$ cat src/rtl/quad_compose_pkg.sv
package quad_compose_pkg;
  localparam int LANES = 4;

  // Per-pixel strobes from a lane's control to its datapath
  typedef struct packed {
    logic write;    // accept this pixel and write it
    logic restart;  // this pixel is the first of a frame
    logic quad;     // quadrant placement in force for this pixel
  } laneStrobe_t;
endpackage

$ cat src/rtl/quad_compose_ctrl.sv
module quad_compose_ctrl
  import quad_compose_pkg::*;
#(
  parameter int LANE = 0
) (
  input  logic        clk,
  input  logic        rstN,
  input  logic        inValid,
  input  logic        inSof,
  input  logic        singleMode,
  input  logic [1:0]  selIn,
  input  logic        lastPix,
  output laneStrobe_t strobe
);
  logic activeQ, onQ, quadQ;
  logic startNow, newOn, effActive, effOn;

  always_comb begin
    startNow  = inValid && inSof;
    newOn     = !singleMode || (selIn == 2'(LANE));
    effActive = startNow || activeQ;
    effOn     = startNow ? newOn : onQ;
    strobe.write   = inValid && effActive && effOn;
    strobe.restart = startNow;
    strobe.quad    = startNow ? !singleMode : quadQ;
  end

  always_ff @(posedge clk) begin
    if (!rstN) begin
      activeQ <= 1'b0;
      onQ     <= 1'b0;
      quadQ   <= 1'b0;
    end else begin
      if (startNow) begin
        onQ   <= newOn;
        quadQ <= !singleMode;
      end
      activeQ <= effActive && !(strobe.write && lastPix);
    end
  end
endmodule

$ cat src/rtl/quad_compose_dp.sv
module quad_compose_dp
  import quad_compose_pkg::*;
#(
  parameter int PIX_W   = 24,
  parameter int FRAME_W = 1280,
  parameter int FRAME_H = 720,
  parameter int ADDR_W  = 20,
  parameter int LANE    = 0
) (
  input  logic              clk,
  input  logic              rstN,
  input  laneStrobe_t       strobe,
  input  logic [PIX_W-1:0]  inPix,
  output logic              lastPix,
  output logic [PIX_W-1:0]  outPix,
  output logic [ADDR_W-1:0] outAddr,
  output logic              outWrite
);
  localparam int COL_W   = $clog2(FRAME_W);
  localparam int ROW_W   = $clog2(FRAME_H);
  localparam int QUAD_W  = FRAME_W / 2;
  localparam int QUAD_H  = FRAME_H / 2;
  localparam int COL_OFF = (LANE % 2) * QUAD_W;
  localparam int ROW_OFF = (LANE / 2) * QUAD_H;

  logic [COL_W-1:0]  colQ, curCol, lastCol, colPos;
  logic [ROW_W-1:0]  rowQ, curRow, lastRow, rowPos;
  logic              endLine;
  logic [ADDR_W-1:0] addrNext;

  always_comb begin
    curCol   = strobe.restart ? '0 : colQ;
    curRow   = strobe.restart ? '0 : rowQ;
    lastCol  = strobe.quad ? COL_W'(QUAD_W - 1) : COL_W'(FRAME_W - 1);
    lastRow  = strobe.quad ? ROW_W'(QUAD_H - 1) : ROW_W'(FRAME_H - 1);
    endLine  = (curCol == lastCol);
    lastPix  = endLine && (curRow == lastRow);
    colPos   = curCol + (strobe.quad ? COL_W'(COL_OFF) : '0);
    rowPos   = curRow + (strobe.quad ? ROW_W'(ROW_OFF) : '0);
    addrNext = ADDR_W'(rowPos) * ADDR_W'(FRAME_W) + ADDR_W'(colPos);
  end

  always_ff @(posedge clk) begin
    if (!rstN) begin
      colQ     <= '0;
      rowQ     <= '0;
      outWrite <= 1'b0;
      outPix   <= '0;
      outAddr  <= '0;
    end else begin
      outWrite <= strobe.write;
      if (strobe.write) begin
        colQ    <= endLine ? '0 : curCol + 1'b1;
        rowQ    <= endLine ? curRow + 1'b1 : curRow;
        outPix  <= inPix;
        outAddr <= addrNext;
      end
    end
  end
endmodule

$ cat src/rtl/quad_compose.sv
module quad_compose
  import quad_compose_pkg::*;
#(
  parameter int PIX_W   = 24,
  parameter int FRAME_W = 1280,
  parameter int FRAME_H = 720,
  localparam int ADDR_W = $clog2(FRAME_W * FRAME_H)
) (
  input  logic                        clk,
  input  logic                        rstN,
  input  logic                        singleMode,
  input  logic [1:0]                  selIn,
  input  logic [LANES-1:0][PIX_W-1:0] inPix,
  input  logic [LANES-1:0]            inValid,
  input  logic [LANES-1:0]            inSof,
  output logic [LANES-1:0][PIX_W-1:0] outPix,
  output logic [LANES-1:0][ADDR_W-1:0] outAddr,
  output logic [LANES-1:0]            outWrite
);
  for (genvar g = 0; g < LANES; g++) begin : gLane
    laneStrobe_t laneStrobe;
    logic        laneLast;

    quad_compose_ctrl #(.LANE(g)) u_ctrl (
      .clk(clk), .rstN(rstN), .inValid(inValid[g]), .inSof(inSof[g]),
      .singleMode(singleMode), .selIn(selIn), .lastPix(laneLast),
      .strobe(laneStrobe)
    );

    quad_compose_dp #(
      .PIX_W(PIX_W), .FRAME_W(FRAME_W), .FRAME_H(FRAME_H),
      .ADDR_W(ADDR_W), .LANE(g)
    ) u_dp (
      .clk(clk), .rstN(rstN), .strobe(laneStrobe), .inPix(inPix[g]),
      .lastPix(laneLast), .outPix(outPix[g]), .outAddr(outAddr[g]),
      .outWrite(outWrite[g])
    );
  end
endmodule

$ cat config.mk
export PLATFORM = sky130hd
export DESIGN_NAME = quad_compose
export DESIGN_NICKNAME = d
export VERILOG_FILES = /design/src/rtl/quad_compose_pkg.sv /design/src/rtl/quad_compose_ctrl.sv /design/src/rtl/quad_compose_dp.sv /design/src/rtl/quad_compose.sv
export SDC_FILE = /design/constraint.sdc
export NUM_CORES = 1
export LEC_CHECK = 0
export ABC_CLOCK_PERIOD_IN_PS = 9010
export BUFFER_PORTS_ARGS = -buffer_cell sky130_fd_sc_hd__buf_2
export CAP_MARGIN = 20
export CORE_MARGIN = 3
export CORE_UTILIZATION = 35
export CTS_CLUSTER_SIZE = 10
export DETAILED_ROUTE_END_ITERATION = 8
export PLACE_DENSITY = 0.58
export SETUP_SLACK_MARGIN = 0.05
export SLEW_MARGIN = 25
export SYNTH_ARGS = -nofsm -noshare
export SYNTH_HDL_FRONTEND = slang
export SYNTH_SLANG_ARGS = --single-unit
$ cat constraint.sdc
create_clock -name clk -period 9.01 [get_ports clk]
set_input_delay 1.802 -clock clk [delete_from_list [all_inputs] [get_ports clk]]
set_output_delay 1.802 -clock clk [all_outputs]
set_load 0.005 [all_outputs]
* Word level (Yosys, flattened, before mapping)
Index checks and enable logic that the tools add are counted.
Word-level totals: flip-flop bits (word level) 276, bits in latches 0, RAM bits 0, ROM bits 0, input port bits 109, output and inout port bits 180, logic and storage cells 137, memories 0
Cells by class: add/sub/neg operators 16, $mul 4, divide/modulo/power cells 0, order comparisons 0, equality and inequality tests 11, shift-type cells 0, muxes and demuxes 36, bitwise gates (word level) 0, reductions and logical operators 38
Operators by type and width (number):
- $mux 10 | 14
- $mux 11 | 12
- $add 20x11->20 | 4
- $mul 10x3->12 const B | 4
- $add 11x1->11 const B | 4
- $eq 11x11->1 | 4
- $add 10x1->10 const B | 4
- $eq 10x10->1 | 4
- $logic_and 1x1->1 | 24
- $add 11x11->11 | 2
- $add 10x10->10 | 2
- $mux 9 | 2
- $logic_or 1x1->1 | 8
- $mux 1 | 8
- $logic_not 1->1 | 5
- $eq 2x2->1 const B | 2
- $eq 2x1->1 const B | 1
- $logic_not 2->1 | 1

* Longest topological paths before layout
depth after elaboration 8, mapped depth 20, depth with buffers taken out 18

* Cells and area by module
Synthesis repeated with hierarchy kept, for this count alone.
Second synthesis, totals: cell total of the unflattened synthesis 1794, area, all modules 15497.4 µm²
By module, submodules not included:
- quad_compose_dp at gLane[3].u_dp | instances 1, cells an instance 440, area each 3782.4 µm², sequential area each 1321.3 µm²
- quad_compose_dp at gLane[0].u_dp | instances 1, cells an instance 421, area each 3706.1 µm², sequential area each 1321.3 µm²
- quad_compose_dp at gLane[1].u_dp | instances 1, cells an instance 429, area each 3693.5 µm², sequential area each 1321.3 µm²
- quad_compose_dp at gLane[2].u_dp | instances 1, cells an instance 440, area each 3688.5 µm², sequential area each 1321.3 µm²
- quad_compose_ctrl at gLane[1].u_ctrl ... | instances 2, cells an instance 16, area each 156.4 µm², sequential area each 60.1 µm²
- quad_compose_ctrl at gLane[0].u_ctrl | instances 1, cells an instance 16, area each 160.2 µm², sequential area each 60.1 µm²
- quad_compose_ctrl at gLane[3].u_ctrl | instances 1, cells an instance 16, area each 153.9 µm², sequential area each 60.1 µm²

* Worst setup path before layout
No wires, ideal clock.
kind input to register, from input inValid[2], to register gLane[2].u_dp.outAddr[19], setup time 117 ps, arrival 5455 ps, data required time 8893 ps, path slack 3438 ps, stages on the path 20, buffers on the path 2, path through nand2_1 -> clkbuf_1 -> clkbuf_1 -> and2_1 -> ha_1 -> nand2_1 -> and3_1 -> a21oi_1 -> xnor2_1 -> nand2_1 -> o21ai_0 -> ha_1 -> ha_1 -> or2_2 -> o311a_1 -> o31ai_1 -> nand2_1 -> nor3_1 -> xor2_1 -> a32o_1
On the way: cells in the longest elaborated chain, start to end 6, elaborated cells on any way between the ends 12, classes of those cells 2 x add/sub; 1 x mul; 5 x mux; 4 x reduce/logical
Ends and longest elaborated chain:
- from (decl) | line quad_compose.sv:14 | input logic [LANES-1:0] inValid,
- $logic_and 1x1->1 | line quad_compose_ctrl.sv:19 | startNow = inValid && inSof;
- $mux 1 | line quad_compose_ctrl.sv:25 | strobe.quad = startNow ? !singleMode : quadQ;
- $mux 9 | line quad_compose_dp.sv:39 | rowPos = curRow + (strobe.quad ? ROW_W'(ROW_OFF) : '0);
- $add 10x10->10 | line quad_compose_dp.sv:39
- $mul 10x3->12 | line quad_compose_dp.sv:40 | addrNext = ADDR_W'(rowPos) * ADDR_W'(FRAME_W) + ADDR_W'(colPos);
- $add 20x11->20 | line quad_compose_dp.sv:40
- to (signal assigned) | line quad_compose_dp.sv:56 | outAddr <= addrNext;
- to (decl) | line quad_compose_dp.sv:16 | output logic [ADDR_W-1:0] outAddr,
Several ways; a longest one is shown, not always the timed one. A chain may end at the register's enable or synchronous reset.

==> results.cfg <==
[layout]
drive_gt1_frac = 0.173
finalNetCount = 2358
fillCellCount = 4221
final_core_util = 0.431
syn_to_final_growth_pct = 20.2

[routing]
drc = 0
wl_um = 39400
dr.pass1.iters = 7
vias = 13800
drtAntennaViolNets = 0
detailedRoute.firstIterationViolations = 720
routed_via_density = 5.12
avgRoutedWirePerCell_um = 14.6

[synth]
synth.most_common_cell = nand2_1
synthCells = 1920
yosys-top-cells-area = dfxtp_1 37%, nand2_1 9.9%, a21oi_1 7.6%, ha_1 7.5%, nor2_1 4.4%
synth_top_area_frac = 0.372
yosysTopAreaCell = dfxtp_1
yosysUniqueCellTypes = 69
syn_avg_cell_area_um2 = 7.74
synth-main-ff-cell = dfxtp_1
async_reset_ff_frac = 0
synth_area_mm2 = 0.0149
synth_edf_count = 0
synth_seq_area_share = 0.372
yosys-top-cells-count = 391 x nand2_1, 276 x dfxtp_1, 225 x a21oi_1
ys_warn_count = 0
ys_ff_latch = 276
synth.net_count = 2126

[clocking]
cts_setup_buffers = 0
clkSlewWorstSetupHoldPaths_ps = 50
cts_resized = 0
cts_max_path_buffers = 3
cts-htree-levels = 2
holdBufCountCts = 0
cts_tree = done
clock_latency_ps = 540
cts_root_buf = clkbuf_16
numCtsBuffers = 36
clkSinkCount = 276

[global_route]
grt_pass1_wl_um = 64900
grt_max_degree = 169
overflow = 0
antenna_found_initial = 2
grt_pass1_vias = 13300
grt.total_usage = 0.170

[hold_path]
hold_end = gLane[1].u_dp.outAddr[12]$_SDFFE_PN0P_
worstHoldPathType = reg2reg
hold_depth = 2
min-delay-start = gLane[1].u_dp.outAddr[12]$_SDFFE_PN0P_

[floorplanning]
die_x_um = 212
start_util = 0.359
coreArea_mm2 = 0.0414
ios = 289
rows = 74
dieArea_mm2 = 0.0449
die_y_um = 212

[sta]
holdWs_ps = 445
worst_slew_pin_slew_ps = 1010
fin_crit_sh = 0.628
fin_worst_skew_ps = 14.0
max_freq_mhz = 177
relSlewSlack = 0.327
tns_ps = 0
rsz0062_at_grt = false
finalHoldViolations = 0
slew_viol_final = 0
fin_crit_ps = 5660
setup_viol = 0

[pwr]
p_seq_frac = 0.445
power_frac_comb = 0.082
switching_share = 0.247
pwr-share-clk = 0.473
p_switching_w = 0.000699
ir_worst_vdd_v = 0.000110
p_leak_nw = 7.45
powerDensity_mw_per_mm2 = 159
p_int_w = 0.00213

[worst_setup_path]
crit_buf_inv = 1
cp_max_fo = 20
path_depth = 19
reg2reg_slack_ps = 4780
cp-end-kind = flip-flop
critPathRequiredTime_ps = 9420
reg2reg_from = gLane[2].u_ctrl.quadQ$_SDFF_PN0_
r2r-end = gLane[2].u_dp.outAddr[18]$_SDFFE_PN0P_
critical-path-top-delay-family = compound AO/OA/AOI/OAI gates
crit_chain = buf_2 -> and2_1 -> nor2_1 -> a21oi_1 -> ha_1 -> and2_1 -> nand3b_1 -> o21ai_0 -> xor2_1 -> a21oi_1 -> xnor2_1 -> ha_1 -> o21a_1 -> a211oi_1 -> o221ai_1 -> nand4b_1 -> nor4_1 -> xnor2_1 -> o2bb2ai_1
arrival_ps = 6070
critPathLaunchType = input pin
max_stage_delay_ps = 630
worstSetupPathType = in2reg
critPathSlowestCell = and2_1
r2r_cells = 17

[run]
cap_violations = 0

[placement]
dp_hpwl_um = 27600
place_congestion = 0.819
io_buffer_count = 288

[status]
status = finished clean
worst max path at each step:
stage	endpoint	startpoint
2_1_floorplan	gLane[2].u_dp.outAddr[19]$_SDFFE_PN0P_	inValid[2]
3_3_place_gp	gLane[2].u_dp.outAddr[18]$_SDFFE_PN0P_	inSof[2]
3_5_place_dp	gLane[3].u_dp.outAddr[19]$_SDFFE_PN0P_	inSof[3]
4_1_cts	gLane[3].u_dp.outAddr[19]$_SDFFE_PN0P_	inSof[3]
5_1_grt	gLane[3].u_dp.outAddr[19]$_SDFFE_PN0P_	inSof[3]
6_report	gLane[3].u_dp.outAddr[19]$_SDFFE_PN0P_	inSof[3]
state kept, by name, indices dropped and copies added (netlist names):
| signal | count |
|---|---|
| gLane.u_dp.rowQ | 40 |
| gLane.u_dp.outPix | 96 |
| gLane.u_ctrl.onQ | 4 |
| gLane.u_ctrl.quadQ | 4 |
| gLane.u_dp.outWrite | 4 |
| gLane.u_dp.colQ | 44 |
| gLane.u_dp.outAddr | 80 |
| gLane.u_ctrl.activeQ | 4 |
cell type report:
cell class / count / area, um2 / area share
repair buffers: 302 / 1610 / 0.0900
clock inverters: 8 / 100 / 0.00561
multi-input cells: 1490 / 8790 / 0.492
flip-flops and latches: 276 / 5530 / 0.310
diodes: 1 / 2.50 / 0.000140
inverters: 46 / 180 / 0.0101
clock buffers: 45 / 985 / 0.0552
well taps: 532 / 666 / 0.0373
power groups by stage:
stage / sequential (W) / clock [W] / combinational, W
detailed placement: 0.00129 / 0 / 0.000233
finish: 0.00126 / 0.00134 / 0.000233
floorplan: 0.00129 / 0 / 0.000144
CTS: 0.00126 / 0.00139 / 0.000234
global route: 0.00126 / 0.00144 / 0.000262
global placement: 0.00129 / 0 / 0.000227
per-stage QoR:
step                      setup WS [ps]  cells  instance area [um2]  total power, W
after detailed placement           2830   2644                16700         0.00152
after global routing               2940   2700                17900         0.00296
after CTS                          3400   2697                17800         0.00288
after global placement             2990   2642                16700         0.00151
after floorplan                    3440   1920                14900         0.00143
final                              3350   2700                17900         0.00283
cell families after synthesis:
family                     synth area share
adders and majority gates            0.0857
DFF                                   0.372
AOI/OAI and AO/OA                     0.171
buffers and inverters                0.0404
and+or+nand+nor                       0.264
xor gates and xnor gates             0.0660
muxes                              0.000674
worst reg2reg max path, delay by kind of cell, from the launching register on:
kind / cells / cell delay, ps
compound gates: 7 / 1600
fa+ha+maj: 4 / 1160
simple gates: 4 / 660
flops: 1 / 420
xor+xnor: 2 / 240
cell usage in the layout, fill, tap and decap left out, types with 4 or more instances in the layout:
cell type | netlist | routed
a211o_1 | 5 | 5
a211oi_1 | 31 | 31
a21o_1 | 16 | 16
a21oi_1 | 225 | 223
a22oi_1 | 9 | 9
a311oi_1 | 4 | 4
a31o_2 | 4 | 4
a31oi_1 | 11 | 11
and2_1 | 51 | 51
and3_1 | 27 | 27
buf_2 | 3 | 288
buf_4 | 5 | 11
clkbuf_1 | 94 | 4
clkbuf_16 | 0 | 36
clkbuf_8 | 0 | 5
dfxtp_1 | 276 | 276
fa_1 | 8 | 8
ha_1 | 89 | 89
inv_1 | 46 | 45
nand2_1 | 391 | 391
nand2b_1 | 15 | 15
nand3_1 | 49 | 49
nand3b_1 | 6 | 6
nand4_1 | 26 | 26
nand4b_1 | 7 | 7
nor2_1 | 174 | 174
nor2b_1 | 20 | 20
nor3_1 | 41 | 41
nor3b_1 | 8 | 8
nor4_1 | 7 | 7
o211ai_1 | 8 | 8
o21a_1 | 15 | 14
o21ai_0 | 62 | 61
or3_1 | 14 | 14
xnor2_1 | 64 | 64
xor2_1 | 48 | 48
layer usage:
metal,vias up,track usage,routed length [um],part of all wire
met2,307,0.282,18300,0.46
met5,-,0,13,0.00033
li1,7049,-,-,-
met1,6417,0.221,18100,0.46
met4,2,0.0450,752,0.019
met3,61,0.0446,2260,0.057
No activity file was read; power rests on OpenSTA's default activity.
